$ cat src/rtl/bootwait_pkg.sv
// Shared types for the boot-ready wait controller.
// Assumes: result encoding is fixed and visible at the top ports.
package bootwait_pkg;

    typedef enum logic [1:0] {
        RES_READY   = 2'd0,
        RES_TIMEOUT = 2'd1,
        RES_ERROR   = 2'd2,
        RES_NA      = 2'd3
    } res_e;

    typedef enum logic [2:0] {
        ST_IDLE,
        ST_CLASS,
        ST_BUDGET,
        ST_STATUS,
        ST_GAP,
        ST_FIN
    } st_e;

    localparam logic [2:0] OS_BOOTED  = 3'd2;
    localparam logic [2:0] OS_STALLED = 3'd3;
    localparam logic [2:0] OS_HALTED  = 3'd4;

endpackage

$ cat src/rtl/bw_sec_timer.sv
// Deadline counter in whole seconds with a clock-cycle prescaler.
// Assumes: load and run are never high together; expired means zero seconds left.
module bw_sec_timer #(
    parameter int TICKS_PER_SEC = 200_000_000,
    parameter int MAX_SECS      = 1600,
    localparam int SW = $clog2(MAX_SECS + 1)
) (
    input  logic          clk,
    input  logic          rst_n,
    input  logic          load,
    input  logic [SW-1:0] load_secs,
    input  logic          run,
    output logic          expired
);

    logic          tick;
    logic [SW-1:0] secs;

    generate
        if (TICKS_PER_SEC > 1) begin : g_presc
            localparam int PW = $clog2(TICKS_PER_SEC);
            logic [PW-1:0] presc;
            // Count cycles within the current second.
            always_ff @(posedge clk) begin
                if (!rst_n || load) begin
                    presc <= '0;
                end else if (run) begin
                    presc <= (presc == PW'(TICKS_PER_SEC - 1)) ? '0 : presc + 1'b1;
                end
            end
            assign tick = run && (presc == PW'(TICKS_PER_SEC - 1));
        end else begin : g_nopresc
            assign tick = run;
        end
    endgenerate

    // Seconds remaining: loaded from the device budget, counted down to zero.
    always_ff @(posedge clk) begin
        if (!rst_n) begin
            secs <= '0;
        end else if (load) begin
            secs <= load_secs;
        end else if (tick && secs != '0) begin
            secs <= secs - 1'b1;
        end
    end

    assign expired = (secs == '0);

    p_budget_down_r4: assert property (@(posedge clk) disable iff (!rst_n)
        !load |=> secs <= $past(secs));
    p_expiry_sticky_r7: assert property (@(posedge clk) disable iff (!rst_n)
        expired && !load |=> expired);

endmodule

$ cat src/rtl/bw_poll_gap.sv
// Spacing counter between consecutive status polls.
// Assumes: POLL_GAP >= 1; clear is pulsed on the cycle before the gap begins.
module bw_poll_gap #(
    parameter int POLL_GAP = 64,
    localparam int GW = $clog2(POLL_GAP + 1)
) (
    input  logic clk,
    input  logic rst_n,
    input  logic clear,
    input  logic run,
    output logic elapsed
);

    logic [GW-1:0] cnt;

    // Count the cycles spent waiting since the last poll completed.
    always_ff @(posedge clk) begin
        if (!rst_n || clear) begin
            cnt <= '0;
        end else if (run) begin
            cnt <= cnt + 1'b1;
        end
    end

    assign elapsed = (cnt == GW'(POLL_GAP - 1));

    p_gap_bound_r8: assert property (@(posedge clk) disable iff (!rst_n)
        run |-> cnt < GW'(POLL_GAP));

endmodule

$ cat src/rtl/bw_seq.sv
// Sequencer: class read, budget read, status polling, result reporting.
// Assumes: rd_data[23:0] carries the class code, [15:0] the budget, [2:0] the status.
module bw_seq
    import bootwait_pkg::*;
#(
    parameter int          AW          = 12,
    parameter int          DW          = 32,
    parameter int          MAX_SECS    = 1600,
    parameter logic [23:0] CLASS_CODE  = 24'h120000,
    parameter int          ADDR_CLASS  = 'h008,
    parameter int          ADDR_BUDGET = 'h100,
    parameter int          ADDR_STATUS = 'h104,
    localparam int SW = $clog2(MAX_SECS + 1)
) (
    input  logic          clk,
    input  logic          rst_n,
    input  logic          start,
    output logic          rd_req,
    output logic [AW-1:0] rd_addr,
    input  logic          rd_ack,
    input  logic [DW-1:0] rd_data,
    input  logic          expired,
    input  logic          gap_elapsed,
    output logic          tmr_load,
    output logic [SW-1:0] tmr_secs,
    output logic          tmr_run,
    output logic          gap_clear,
    output logic          gap_run,
    output logic          done,
    output res_e          result,
    output logic          proceed,
    output logic          fail,
    output logic [2:0]    os_status
);

    st_e         st;
    logic [15:0] budget_raw;
    logic [2:0]  code;
    logic        unused_hi;

    assign budget_raw = rd_data[15:0];
    assign code       = rd_data[2:0];
    assign unused_hi  = ^rd_data[DW-1:24];

    // Read port and helper-counter controls decoded from the state.
    always_comb begin
        rd_req  = (st == ST_CLASS) || (st == ST_BUDGET) || (st == ST_STATUS);
        case (st)
            ST_CLASS:  rd_addr = AW'(ADDR_CLASS);
            ST_BUDGET: rd_addr = AW'(ADDR_BUDGET);
            default:   rd_addr = AW'(ADDR_STATUS);
        endcase
        tmr_load  = (st == ST_BUDGET) && rd_ack;
        tmr_secs  = (budget_raw > 16'(MAX_SECS)) ? SW'(MAX_SECS) : SW'(budget_raw);
        tmr_run   = (st == ST_STATUS) || (st == ST_GAP);
        gap_clear = (st == ST_STATUS) && rd_ack;
        gap_run   = (st == ST_GAP);
    end

    // State sequencing and registered result reporting.
    always_ff @(posedge clk) begin
        if (!rst_n) begin
            st        <= ST_IDLE;
            done      <= 1'b0;
            result    <= RES_READY;
            proceed   <= 1'b0;
            fail      <= 1'b0;
            os_status <= 3'd0;
        end else begin
            done <= 1'b0;
            case (st)
                ST_IDLE, ST_FIN: begin
                    if (start) begin
                        st      <= ST_CLASS;
                        proceed <= 1'b0;
                        fail    <= 1'b0;
                    end
                end
                ST_CLASS: begin
                    if (rd_ack) begin
                        if (rd_data[23:0] != CLASS_CODE) begin
                            st <= ST_FIN; done <= 1'b1; result <= RES_NA; proceed <= 1'b1;
                        end else begin
                            st <= ST_BUDGET;
                        end
                    end
                end
                ST_BUDGET: begin
                    if (rd_ack) st <= ST_STATUS;
                end
                ST_STATUS: begin
                    if (rd_ack) begin
                        os_status <= code;
                        if (code == OS_BOOTED) begin
                            st <= ST_FIN; done <= 1'b1; result <= RES_READY; proceed <= 1'b1;
                        end else if (code == OS_STALLED || code == OS_HALTED) begin
                            st <= ST_FIN; done <= 1'b1; result <= RES_ERROR; fail <= 1'b1;
                        end else if (expired) begin
                            st <= ST_FIN; done <= 1'b1; result <= RES_TIMEOUT; fail <= 1'b1;
                        end else begin
                            st <= ST_GAP;
                        end
                    end
                end
                ST_GAP: begin
                    if (expired) begin
                        st <= ST_FIN; done <= 1'b1; result <= RES_TIMEOUT; fail <= 1'b1;
                    end else if (gap_elapsed) begin
                        st <= ST_STATUS;
                    end
                end
                default: st <= ST_IDLE;
            endcase
        end
    end

    p_one_read_r2: assert property (@(posedge clk) disable iff (!rst_n)
        rd_req && !rd_ack |=> rd_req && $stable(rd_addr));
    p_done_pulse_r10: assert property (@(posedge clk) disable iff (!rst_n)
        done |=> !done);
    p_flags_excl_r10: assert property (@(posedge clk) disable iff (!rst_n)
        !(proceed && fail));
    p_proceed_hold_r10: assert property (@(posedge clk) disable iff (!rst_n)
        proceed && !start |=> proceed);
    p_ready_proceed_r5: assert property (@(posedge clk) disable iff (!rst_n)
        done && result == RES_READY |-> proceed);
    p_error_fail_r6: assert property (@(posedge clk) disable iff (!rst_n)
        done && result == RES_ERROR |-> fail);
    p_timeout_expired_r7: assert property (@(posedge clk) disable iff (!rst_n)
        done && result == RES_TIMEOUT |-> expired);

endmodule

$ cat src/rtl/bootwait_ctrl.sv
// Top: host-side wait for an accelerator to report a booted OS.
// Assumes: one outstanding read; the device supplies its own boot budget.
module bootwait_ctrl #(
    parameter int          AW            = 12,
    parameter int          DW            = 32,
    parameter int          TICKS_PER_SEC = 200_000_000,
    parameter int          MAX_SECS      = 1600,
    parameter int          POLL_GAP      = 64,
    parameter logic [23:0] CLASS_CODE    = 24'h120000,
    parameter int          ADDR_CLASS    = 'h008,
    parameter int          ADDR_BUDGET   = 'h100,
    parameter int          ADDR_STATUS   = 'h104
) (
    input  logic          clk,
    input  logic          rst_n,
    input  logic          start,
    output logic          rd_req,
    output logic [AW-1:0] rd_addr,
    input  logic          rd_ack,
    input  logic [DW-1:0] rd_data,
    output logic          done,
    output logic [1:0]    result,
    output logic          proceed,
    output logic          fail,
    output logic [2:0]    os_status
);

    localparam int SW = $clog2(MAX_SECS + 1);

    logic                 expired, gap_elapsed;
    logic                 tmr_load, tmr_run, gap_clear, gap_run;
    logic [SW-1:0]        tmr_secs;
    bootwait_pkg::res_e   res;

    assign result = res;

    bw_seq #(
        .AW(AW), .DW(DW), .MAX_SECS(MAX_SECS), .CLASS_CODE(CLASS_CODE),
        .ADDR_CLASS(ADDR_CLASS), .ADDR_BUDGET(ADDR_BUDGET), .ADDR_STATUS(ADDR_STATUS)
    ) u_seq (
        .clk(clk), .rst_n(rst_n), .start(start),
        .rd_req(rd_req), .rd_addr(rd_addr), .rd_ack(rd_ack), .rd_data(rd_data),
        .expired(expired), .gap_elapsed(gap_elapsed),
        .tmr_load(tmr_load), .tmr_secs(tmr_secs), .tmr_run(tmr_run),
        .gap_clear(gap_clear), .gap_run(gap_run),
        .done(done), .result(res), .proceed(proceed), .fail(fail), .os_status(os_status)
    );

    bw_sec_timer #(.TICKS_PER_SEC(TICKS_PER_SEC), .MAX_SECS(MAX_SECS)) u_timer (
        .clk(clk), .rst_n(rst_n), .load(tmr_load), .load_secs(tmr_secs),
        .run(tmr_run), .expired(expired)
    );

    bw_poll_gap #(.POLL_GAP(POLL_GAP)) u_gap (
        .clk(clk), .rst_n(rst_n), .clear(gap_clear), .run(gap_run), .elapsed(gap_elapsed)
    );

endmodule

$ cat config.mk
export PLATFORM = sky130hd
export DESIGN_NAME = bootwait_ctrl
export DESIGN_NICKNAME = d
export VERILOG_FILES = /design/src/rtl/bootwait_pkg.sv /design/src/rtl/bw_sec_timer.sv /design/src/rtl/bw_poll_gap.sv /design/src/rtl/bw_seq.sv /design/src/rtl/bootwait_ctrl.sv
export SDC_FILE = /design/constraint.sdc
export NUM_CORES = 1
export LEC_CHECK = 0
export BUFFER_PORTS_ARGS = -buffer_cell sky130_fd_sc_hd__buf_2
export CELL_PAD_IN_SITES_DETAIL_PLACEMENT = 0
export CELL_PAD_IN_SITES_GLOBAL_PLACEMENT = 2
export CORE_MARGIN = 4
export CORE_UTILIZATION = 33
export DETAILED_ROUTE_END_ITERATION = 8
export PLACE_DENSITY_LB_ADDON = 0.2
export SYNTH_ARGS = -nofsm -noshare
export SYNTH_HDL_FRONTEND = slang
export SYNTH_SLANG_ARGS = --single-unit
$ cat constraint.sdc
create_clock -name clk -period 2.7 [get_ports clk]
set_clock_uncertainty 0.2 [all_clocks]
set_input_delay 0 -clock clk [delete_from_list [all_inputs] [get_ports clk]]
set_output_delay 0 -clock clk [all_outputs]
set_load 0.02 [all_outputs]
==> results of run 1 <==
==> final timing paths <==
kind                                               from  depth (start not counted)                                    end  slack, ns
setup / recovery           u_timer.secs[0]$_SDFFE_PN0P_                          7           u_timer.secs[1]$_SDFFE_PN0P_       0.19
hold / removal                              rd_data[11]                          5           u_timer.secs[4]$_SDFFE_PN0P_       0.03
setup reg to reg           u_timer.secs[0]$_SDFFE_PN0P_                          7           u_timer.secs[1]$_SDFFE_PN0P_       0.19
hold reg to reg   u_timer.g_presc.presc[1]$_SDFFE_PP0N_                          2  u_timer.g_presc.presc[1]$_SDFFE_PP0N_       0.29
==> layout by cell type, fill, tap and decap left out, types with 15 or more instances in the layout <==
master	instances
nor2_1	65
nand2_1	31
nor3_1	15
buf_2	39
nand3_1	19
xor2_1	16
buf_4	17
xnor2_1	20
dlygate4sd3_1	15
dfxtp_1	57
==> stage by stage <==
| step | cells | instance area [um2] |
|---|---|---|
| 6_report | 619 | 4050 |
| 5_1_grt | 619 | 4050 |
| 4_1_cts | 619 | 4050 |
| 3_5_place_dp | 588 | 3690 |
| 3_3_place_gp | 588 | 3690 |
| 2_1_floorplan | 427 | 3340 |
==> critical path: stages, from the launching register on <==
cell,delay (ns)
dfxtp_1,0.32
inv_1,0.06
ha_1,0.18
or3b_2,0.55
nor4_4,0.32
or4_1,0.30
nand2_1,0.18
a221oi_1,0.30
==> state kept, by name, summed over array words and instances, names as in the netlist <==
register	flops
u_gap.cnt	7
u_seq.done	1
u_seq.fail	1
u_seq.os_status	3
u_seq.proceed	1
u_seq.result	2
u_seq.st	3
u_timer.g_presc.presc	28
u_timer.secs	11
==> routing by layer <==
layer  track usage [%]  vias to the layer above  wire length (um)
li1                  -                     1632                 -
met1              22.6                     1524              4490
met2              26.5                       57              4190
met3              4.06                        8               333
met4              4.15                        0                88
met5                 0                        -                 0
==> what timing repair did <==
item                                   CTS  global route
hold buffers                            15             0
gates resized for setup                  0             0
endpoints found under the hold margin   22             0
==> power by group <==
| part | total [uW] | internal, uW | switching (uW) |
|---|---|---|---|
| clock network | 841 | 477 | 364 |
| logic | 246 | 97.9 | 148 |
| registers | 868 | 857 | 10.8 |
| total | 1950 | 1430 | 522 |
==> cells in the mapped netlist, types with 3 or more instances <==
master	instances	area, um2
nor3b_1	6	45.0
nand2b_1	6	37.5
inv_1	14	52.6
clkbuf_1	15	56.3
nor2b_1	3	18.8
nor4_1	14	87.6
or3_1	3	18.8
a31oi_1	6	37.5
or4_1	7	52.6
ha_1	3	37.5
nor4b_1	6	52.6
xnor2_1	20	175
xor2_1	16	140
o311ai_0	3	26.3
buf_4	9	67.6
dfxtp_1	57	1140
a221oi_1	3	26.3
mux2i_1	5	50.1
nand3_1	19	95.1
nand4_1	14	87.6
nand2_1	31	116
o31ai_1	5	37.5
nor3_1	15	75.1
buf_2	3	15.0
o21ai_0	11	55.1
nor2_1	65	244
and3b_1	3	26.3
a21oi_1	14	70.1
a22oi_1	4	30.0
==> final cells by class <==
type,instances,area [um2]
multi-input cells,328,2010
repair buffers,71,473
clock inverters,4,51.3
clock buffers,12,155
flip-flops and latches,57,1140
inverters,14,52.6
fillers,1028,5720
well taps,133,166
==> cells by family after synthesis <==
logic type / synth area share [%]
AND/OR/NAND/NOR: 33.2
AO/OA/AOI/OAI: 14.1
flip-flops: 34.5
buffers and inverters: 5.89
XOR/XNOR: 9.52
multiplexers: 1.51
adder cells (fa/ha/maj): 1.13
other: 0.113
==> qor.yml, run 1 <==
ant_nets: 0
antenna_found_initial: 0
h-tree-depth: 3
dr.pass1.iters: 5
fin_crit_ns: 2.51
synth_edf_count: 0
finalCritPeriodShare_pct: 92.9
whs_ns: 0.0319
gp_congestion: 0.797
ys_async_sr_fraction_pct: 0
vias: 3221
drive_gt1_share_pct: 16.7
end_kind: "flop"
fmax_mhz: 398
pre_cts_ws_ns: 0.188
yosys_warnings: 0
ys_ff_latch: 57
utilization_pct: 41.4
cts.path.max_buffers: 2
hp-class: "in2reg"
die_area_um2: 11700
grt_max_degree: 27
drcViolationCount: 0
critPathKind: "reg2reg"
boundaryPins: 57
syn_area_per_cell_um2: 7.90
peakVddDrop_v: 0.000223
dp_hpwl_um: 6580
power_per_cell_area_nw_per_um2: 482
synth_cell_types: 60
worstMarginPinSlew_ns: 0.539
slew_violations: 0
ys_seq_area_share_pct: 34.5
routed_wl_um: 9100
viasPerCell: 5.20
area_growth_pct: 22.3
route.detailed.wl_per_inst_um: 14.7
grt_usage_pct: 16.6
initial_core_util_pct: 33.9
synth_cells: 419
numCtsBuffers: 9
cts_setup_buffers: 0
die_w_um: 108
core_um2: 9770
rows: 36
fin_setup_tns_ns: 0
die_y_um: 108
drt_first_iter_violations: 206
clkSlewWorstSetupHoldPaths_ns: 0.06
arrival_ns: 2.53
overflow: 0
cts_tree: "built"
cts_num_sinks: 57
finalHoldViolations: 0
setup_ws_ns: 0.190
power_uw: 1950
grt_pass1_vias: 3076
root_buffer: "clkbuf_8"
p_leak_uw: 0.00151
grt_setup_unrepaired: "no"
setup_violations: 0
synth_flop_cell: "dfxtp_1"
relSlewSlack_pct: 63.7
cp.required_ns: 2.72
cp_max_fo: 6
portBuffers: 39
antenna_cells: 0
final_nets: 520
synth_area_um2: 3310
insertion_delay_ns: 0.33
status: "complete, no violations"
grt_pass1_wl_um: 15600
cap_violations: 0
cp-start-kind: "flop"
Power figures use the tool's default switching activity.
==> inputs of run 2 (changes only) <==
--- a/config.mk
+++ b/config.mk
@@ -9,7 +9,7 @@
 export CELL_PAD_IN_SITES_DETAIL_PLACEMENT = 0
 export CELL_PAD_IN_SITES_GLOBAL_PLACEMENT = 2
 export CORE_MARGIN = 4
-export CORE_UTILIZATION = 33
+export CORE_UTILIZATION = 25
 export DETAILED_ROUTE_END_ITERATION = 8
 export PLACE_DENSITY_LB_ADDON = 0.2
 export SYNTH_ARGS = -nofsm -noshare
==> qor.yml, run 2 (same netlist as run 1, synthesis figures left out) <==
root_buffer: "clkbuf_16"
gp_congestion: 0.777
power_per_cell_area_nw_per_um2: 540
largest_reg_flops: 28
grt_setup_unrepaired: "no"
numCtsBuffers: 9
setup_violations: 0
stdcell_count: 658
antenna_found_initial: 0
finalHoldViolations: 0
worstMarginPinSlew_ns: 0.897
grt_pass1_vias: 3203
reg_top3: "u_timer.g_presc.presc (28), u_timer.secs (11), u_gap.cnt (7)"
crit_slowest_cell: "or3b_2"
critPathTopFamily: "simple AND/OR/NAND/NOR gates"
ant_nets: 0
die_area_um2: 15200
p_leak_uw: 0.00155
slew_violations: 0
end_kind: "flop"
cts_tree: "built"
insertion_delay_ns: 0.34
critical_path.max_stage_delay_ns: 0.55
grt_max_degree: 27
fin_setup_tns_ns: 0
drcViolationCount: 0
arrival_ns: 2.60
fmax_mhz: 387
postCtsResizedCells: 0
peakVddDrop_v: 0.000317
cap_violations: 0
antenna_cells: 0
area_growth_pct: 26.6
drive_gt1_share_pct: 16.7
cts_num_sinks: 57
whs_ns: 0.0383
critPathKind: "reg2reg"
die_y_um: 123
grt_pass1_wl_um: 16000
portBuffers: 39
relSlewSlack_pct: 39.7
dp_hpwl_um: 6940
grt_usage_pct: 13.7
final_common_cell: "nor2_1"
cts.path.max_buffers: 2
routed_wl_um: 9720
cp_cell_sequence: "inv_1 -> ha_1 -> or3b_2 -> nor4_4 -> or4_1 -> buf_4 -> mux2i_1 -> nor3_1"
clkSlewWorstSetupHoldPaths_ns: 0.05
drt_first_iter_violations: 177
rows: 41
cp-start-kind: "flop"
finalCritPeriodShare_pct: 95.7
h-tree-depth: 3
vias: 3241
hp-class: "in2reg"
core_um2: 12800
route.detailed.wl_per_inst_um: 14.8
cp_max_fo: 6
boundaryPins: 57
regMostFlops: "u_timer.g_presc.presc"
finalInstanceArea_um2: 4190
critPathBufInv: 2
place_area_um2: 3740
fin_crit_ns: 2.58
cts_setup_buffers: 0
viasPerCell: 4.93
dp_cells: 626
overflow: 0
final_nets: 520
initial_core_util_pct: 25.9
cp.required_ns: 2.71
final_cell_mix: "65 x nor2_1, 57 x dfxtp_1, 39 x buf_2"
dr.pass1.iters: 4
status: "complete, no violations"
die_w_um: 123
## run 2: layout make-up
class                           instances  area [um2]
Tap cell                              172         215
Clock inverter                          6        57.6
Timing Repair Buffer                   71         475
Multi-Input combinational cell        328        2010
Clock buffer                           10         239
Inverter                               14        52.6
Fill cell                            1379        8580
Sequential cell                        57        1140
## run 2: final timing paths
path	to	from	slack, ns	depth (start not counted)
worst max-delay path	u_timer.secs[9]$_SDFFE_PN0P_	u_timer.secs[0]$_SDFFE_PN0P_	0.12	8
worst min-delay path	u_timer.secs[4]$_SDFFE_PN0P_	rd_data[11]	0.04	5
worst max register to register	u_timer.secs[9]$_SDFFE_PN0P_	u_timer.secs[0]$_SDFFE_PN0P_	0.12	8
worst min register to register	u_seq.fail$_SDFFE_PN0P_	u_seq.fail$_SDFFE_PN0P_	0.27	2
## run 2: worst register-to-register path, stage by stage (launching register included)
cell and delay [ns]:
dfxtp_1 0.32, inv_1 0.06, ha_1 0.19, or3b_2 0.55, nor4_4 0.44, or4_1 0.28
buf_4 0.18, mux2i_1 0.19, nor3_1 0.07
## run 2: routing by layer
layer / vias to the layer above / wire length (um) / GRT usage (%)
met3: 13 / 303 / 3.75
li1: 1632 / - / -
met5: - / 0 / 0
met2: 44 / 4530 / 22.2
met4: 0 / 159 / 4.98
met1: 1552 / 4730 / 17.4
## run 2: power breakdown
group | internal (uW) | total (uW) | switching [uW]
Combinational | 96.9 | 246 | 149
Sequential | 859 | 869 | 10.3
Clock | 731 | 1150 | 416
Total | 1690 | 2260 | 576
## run 2: metrics by stage
step	total power, uW	worst slack, ns	util [%]
detailed placement	1120	0.0894	29.2
CTS	2300	0.0836	32.8
global placement	1120	0.128	29.2
finish	2260	0.117	32.8
floorplan	1040	0.215	-
global route	2360	0.0210	32.8
## run 2: repair_timing
item / in CTS / in global routing
endpoints found under the setup margin: 0 / 2
hold endpoints to repair: 22 / 0
hold buffers: 16 / 0
==> inputs of run 3 (changes only) <==
--- a/config.mk
+++ b/config.mk
@@ -5,12 +5,12 @@
 export SDC_FILE = /design/constraint.sdc
 export NUM_CORES = 1
 export LEC_CHECK = 0
-export BUFFER_PORTS_ARGS = -buffer_cell sky130_fd_sc_hd__buf_2
 export CELL_PAD_IN_SITES_DETAIL_PLACEMENT = 0
 export CELL_PAD_IN_SITES_GLOBAL_PLACEMENT = 2
 export CORE_MARGIN = 4
 export CORE_UTILIZATION = 25
 export DETAILED_ROUTE_END_ITERATION = 8
+export DONT_BUFFER_PORTS = 1
 export PLACE_DENSITY_LB_ADDON = 0.2
 export SYNTH_ARGS = -nofsm -noshare
 export SYNTH_HDL_FRONTEND = slang
==> qor.yml, run 3 (same netlist as run 1, synthesis figures left out) <==
setup_violations: 0
setup_ws_ns: 0.125
numCtsBuffers: 9
cts_tree: "built"
power.internal_uw: 1600
die_area_um2: 15200
arrival_ns: 2.62
h-tree-depth: 3
reg_top3: "u_timer.g_presc.presc (28), u_timer.secs (11), u_gap.cnt (7)"
finalCritPeriodShare_pct: 95.4
crit_slowest_cell: "or4_1"
cts_num_sinks: 57
boundaryPins: 57
pwr-share-seq_pct: 41.9
area_growth_pct: 22.6
cts_setup_buffers: 0
final_cell_mix: "65 x nor2_1, 57 x dfxtp_1, 31 x nand2_1"
final_common_cell: "nor2_1"
power_per_cell_area_nw_per_um2: 522
routed_wl_um: 9740
initial_core_util_pct: 25.9
fin_crit_ns: 2.57
antenna_cells: 0
insertion_delay_ns: 0.33
ant_nets: 0
dr.pass1.iters: 4
root_buffer: "clkbuf_16"
clockPowerShare_pct: 48.7
critPathKind: "reg2reg"
largest_reg_flops: 28
viasPerCell: 5.04
critical_path.max_stage_delay_ns: 0.62
hp-class: "in2reg"
end_kind: "flop"
cap_violations: 0
route.detailed.wl_per_inst_um: 15.5
critPathTopFamily: "simple AND/OR/NAND/NOR gates"
clkSlewWorstSetupHoldPaths_ns: 0.05
regMostFlops: "u_timer.g_presc.presc"
grt_pass1_wl_um: 16400
cts.path.max_buffers: 2
antenna_found_initial: 0
pre_cts_ws_ns: 0.145
drt_first_iter_violations: 182
cp-start-kind: "flop"
portBuffers: 0
relSlewSlack_pct: 59.4
overflow: 0
grt_max_degree: 27
peakVddDrop_v: 0.000269
cp.required_ns: 2.74
fin_setup_tns_ns: 0
core_um2: 12800
die_y_um: 123
vias: 3160
status: "complete, no violations"
critPathBufInv: 2
cp_cell_sequence: "inv_1 -> ha_1 -> or3b_2 -> buf_4 -> or4_1 -> a31o_2 -> a21oi_1"
switching_power_uw: 521
die_w_um: 123
worstMarginPinSlew_ns: 0.606
final_nets: 491
p_leak_uw: 0.00140
grt_pass1_vias: 3144
grt_usage_pct: 13.9
drive_gt1_share_pct: 9.23
grt_setup_unrepaired: "no"
dp_hpwl_um: 6870
fmax_mhz: 388
drcViolationCount: 0
slew_violations: 0
combPwrFrac_pct: 9.4
cp_max_fo: 5
rows: 41
finalHoldViolations: 0
switching_share_pct: 24.6
gp_congestion: 0.727
[run 3: cell count changes in the layout (fill, tap and decap cells not counted)]
| cell | before | now |
|---|---|---|
| clkinvlp_4 | 1 | 0 |
| bufinv_16 | 1 | 0 |
| clkinv_2 | 4 | 0 |
| buf_2 | 39 | 0 |
| clkbuf_1 | 0 | 3 |
| o21bai_1 | 1 | 0 |
| dlygate4sd3_1 | 16 | 22 |
| clkbuf_8 | 1 | 2 |
| buf_4 | 16 | 20 |
| o21bai_2 | 0 | 1 |
[run 3: layer usage]
layer	vias to the layer above	share of wire (%)	GRT usage (%)
met5	-	0	0
li1	1570	-	-
met2	46	45	21.8
met1	1537	50	18.7
met3	7	4.1	4.48
met4	0	1.0	2.91
[run 3: layout make-up]
type	count	area (um2)
fillers	1381	8710
multi-input cells	328	2020
well taps	172	215
clock buffers	14	264
repair buffers	42	370
inverters	14	52.6
flip-flops and latches	57	1140
[run 3: worst paths after layout]
check / startpoint / endpoint / slack [ns] / cells after the start
max: u_timer.secs[0]$_SDFFE_PN0P_ / u_seq.done$_SDFF_PN0_ / 0.13 / 7
min: rd_data[11] / u_timer.secs[5]$_SDFFE_PN0P_ / 0.01 / 5
max reg2reg: u_timer.secs[0]$_SDFFE_PN0P_ / u_seq.done$_SDFF_PN0_ / 0.13 / 7
min reg2reg: u_timer.g_presc.presc[1]$_SDFFE_PP0N_ / u_timer.g_presc.presc[1]$_SDFFE_PP0N_ / 0.28 / 2
[run 3: repair_timing]
action                     4_1_cts  5_1_grt
resized for setup                0        0
hold endpoints to repair        31        0
setup endpoints to repair        0        2
hold buffers                    22        0
[run 3: power by group through the flow]
stage	Sequential (uW)	Clock [uW]	Combinational, uW
3_5_place_dp	904	0	164
2_1_floorplan	897	0	141
6_report	888	1030	200
4_1_cts	887	1070	200
5_1_grt	888	1120	222
3_3_place_gp	904	0	164
[run 3: worst reg2reg max path: cells and delay by family (launching register included)]
kind	cells	cell delay (ns)
simple gates	2	1.13
buf+inv	2	0.24
flops	1	0.32
compound gates	2	0.42
fa+ha+maj	1	0.19
[run 3: stage by stage]
stage	std cells	instance area [um2]	hold WS (ns)	util, %	power [uW]
2_1_floorplan	427	3340	-0.0561	-	1040
3_3_place_gp	591	3570	-0.0562	28.0	1070
3_5_place_dp	591	3570	-0.0608	28.0	1070
4_1_cts	627	4060	0.00345	31.8	2160
5_1_grt	627	4060	0.0445	31.8	2230
6_report	627	4060	0.0133	31.8	2120
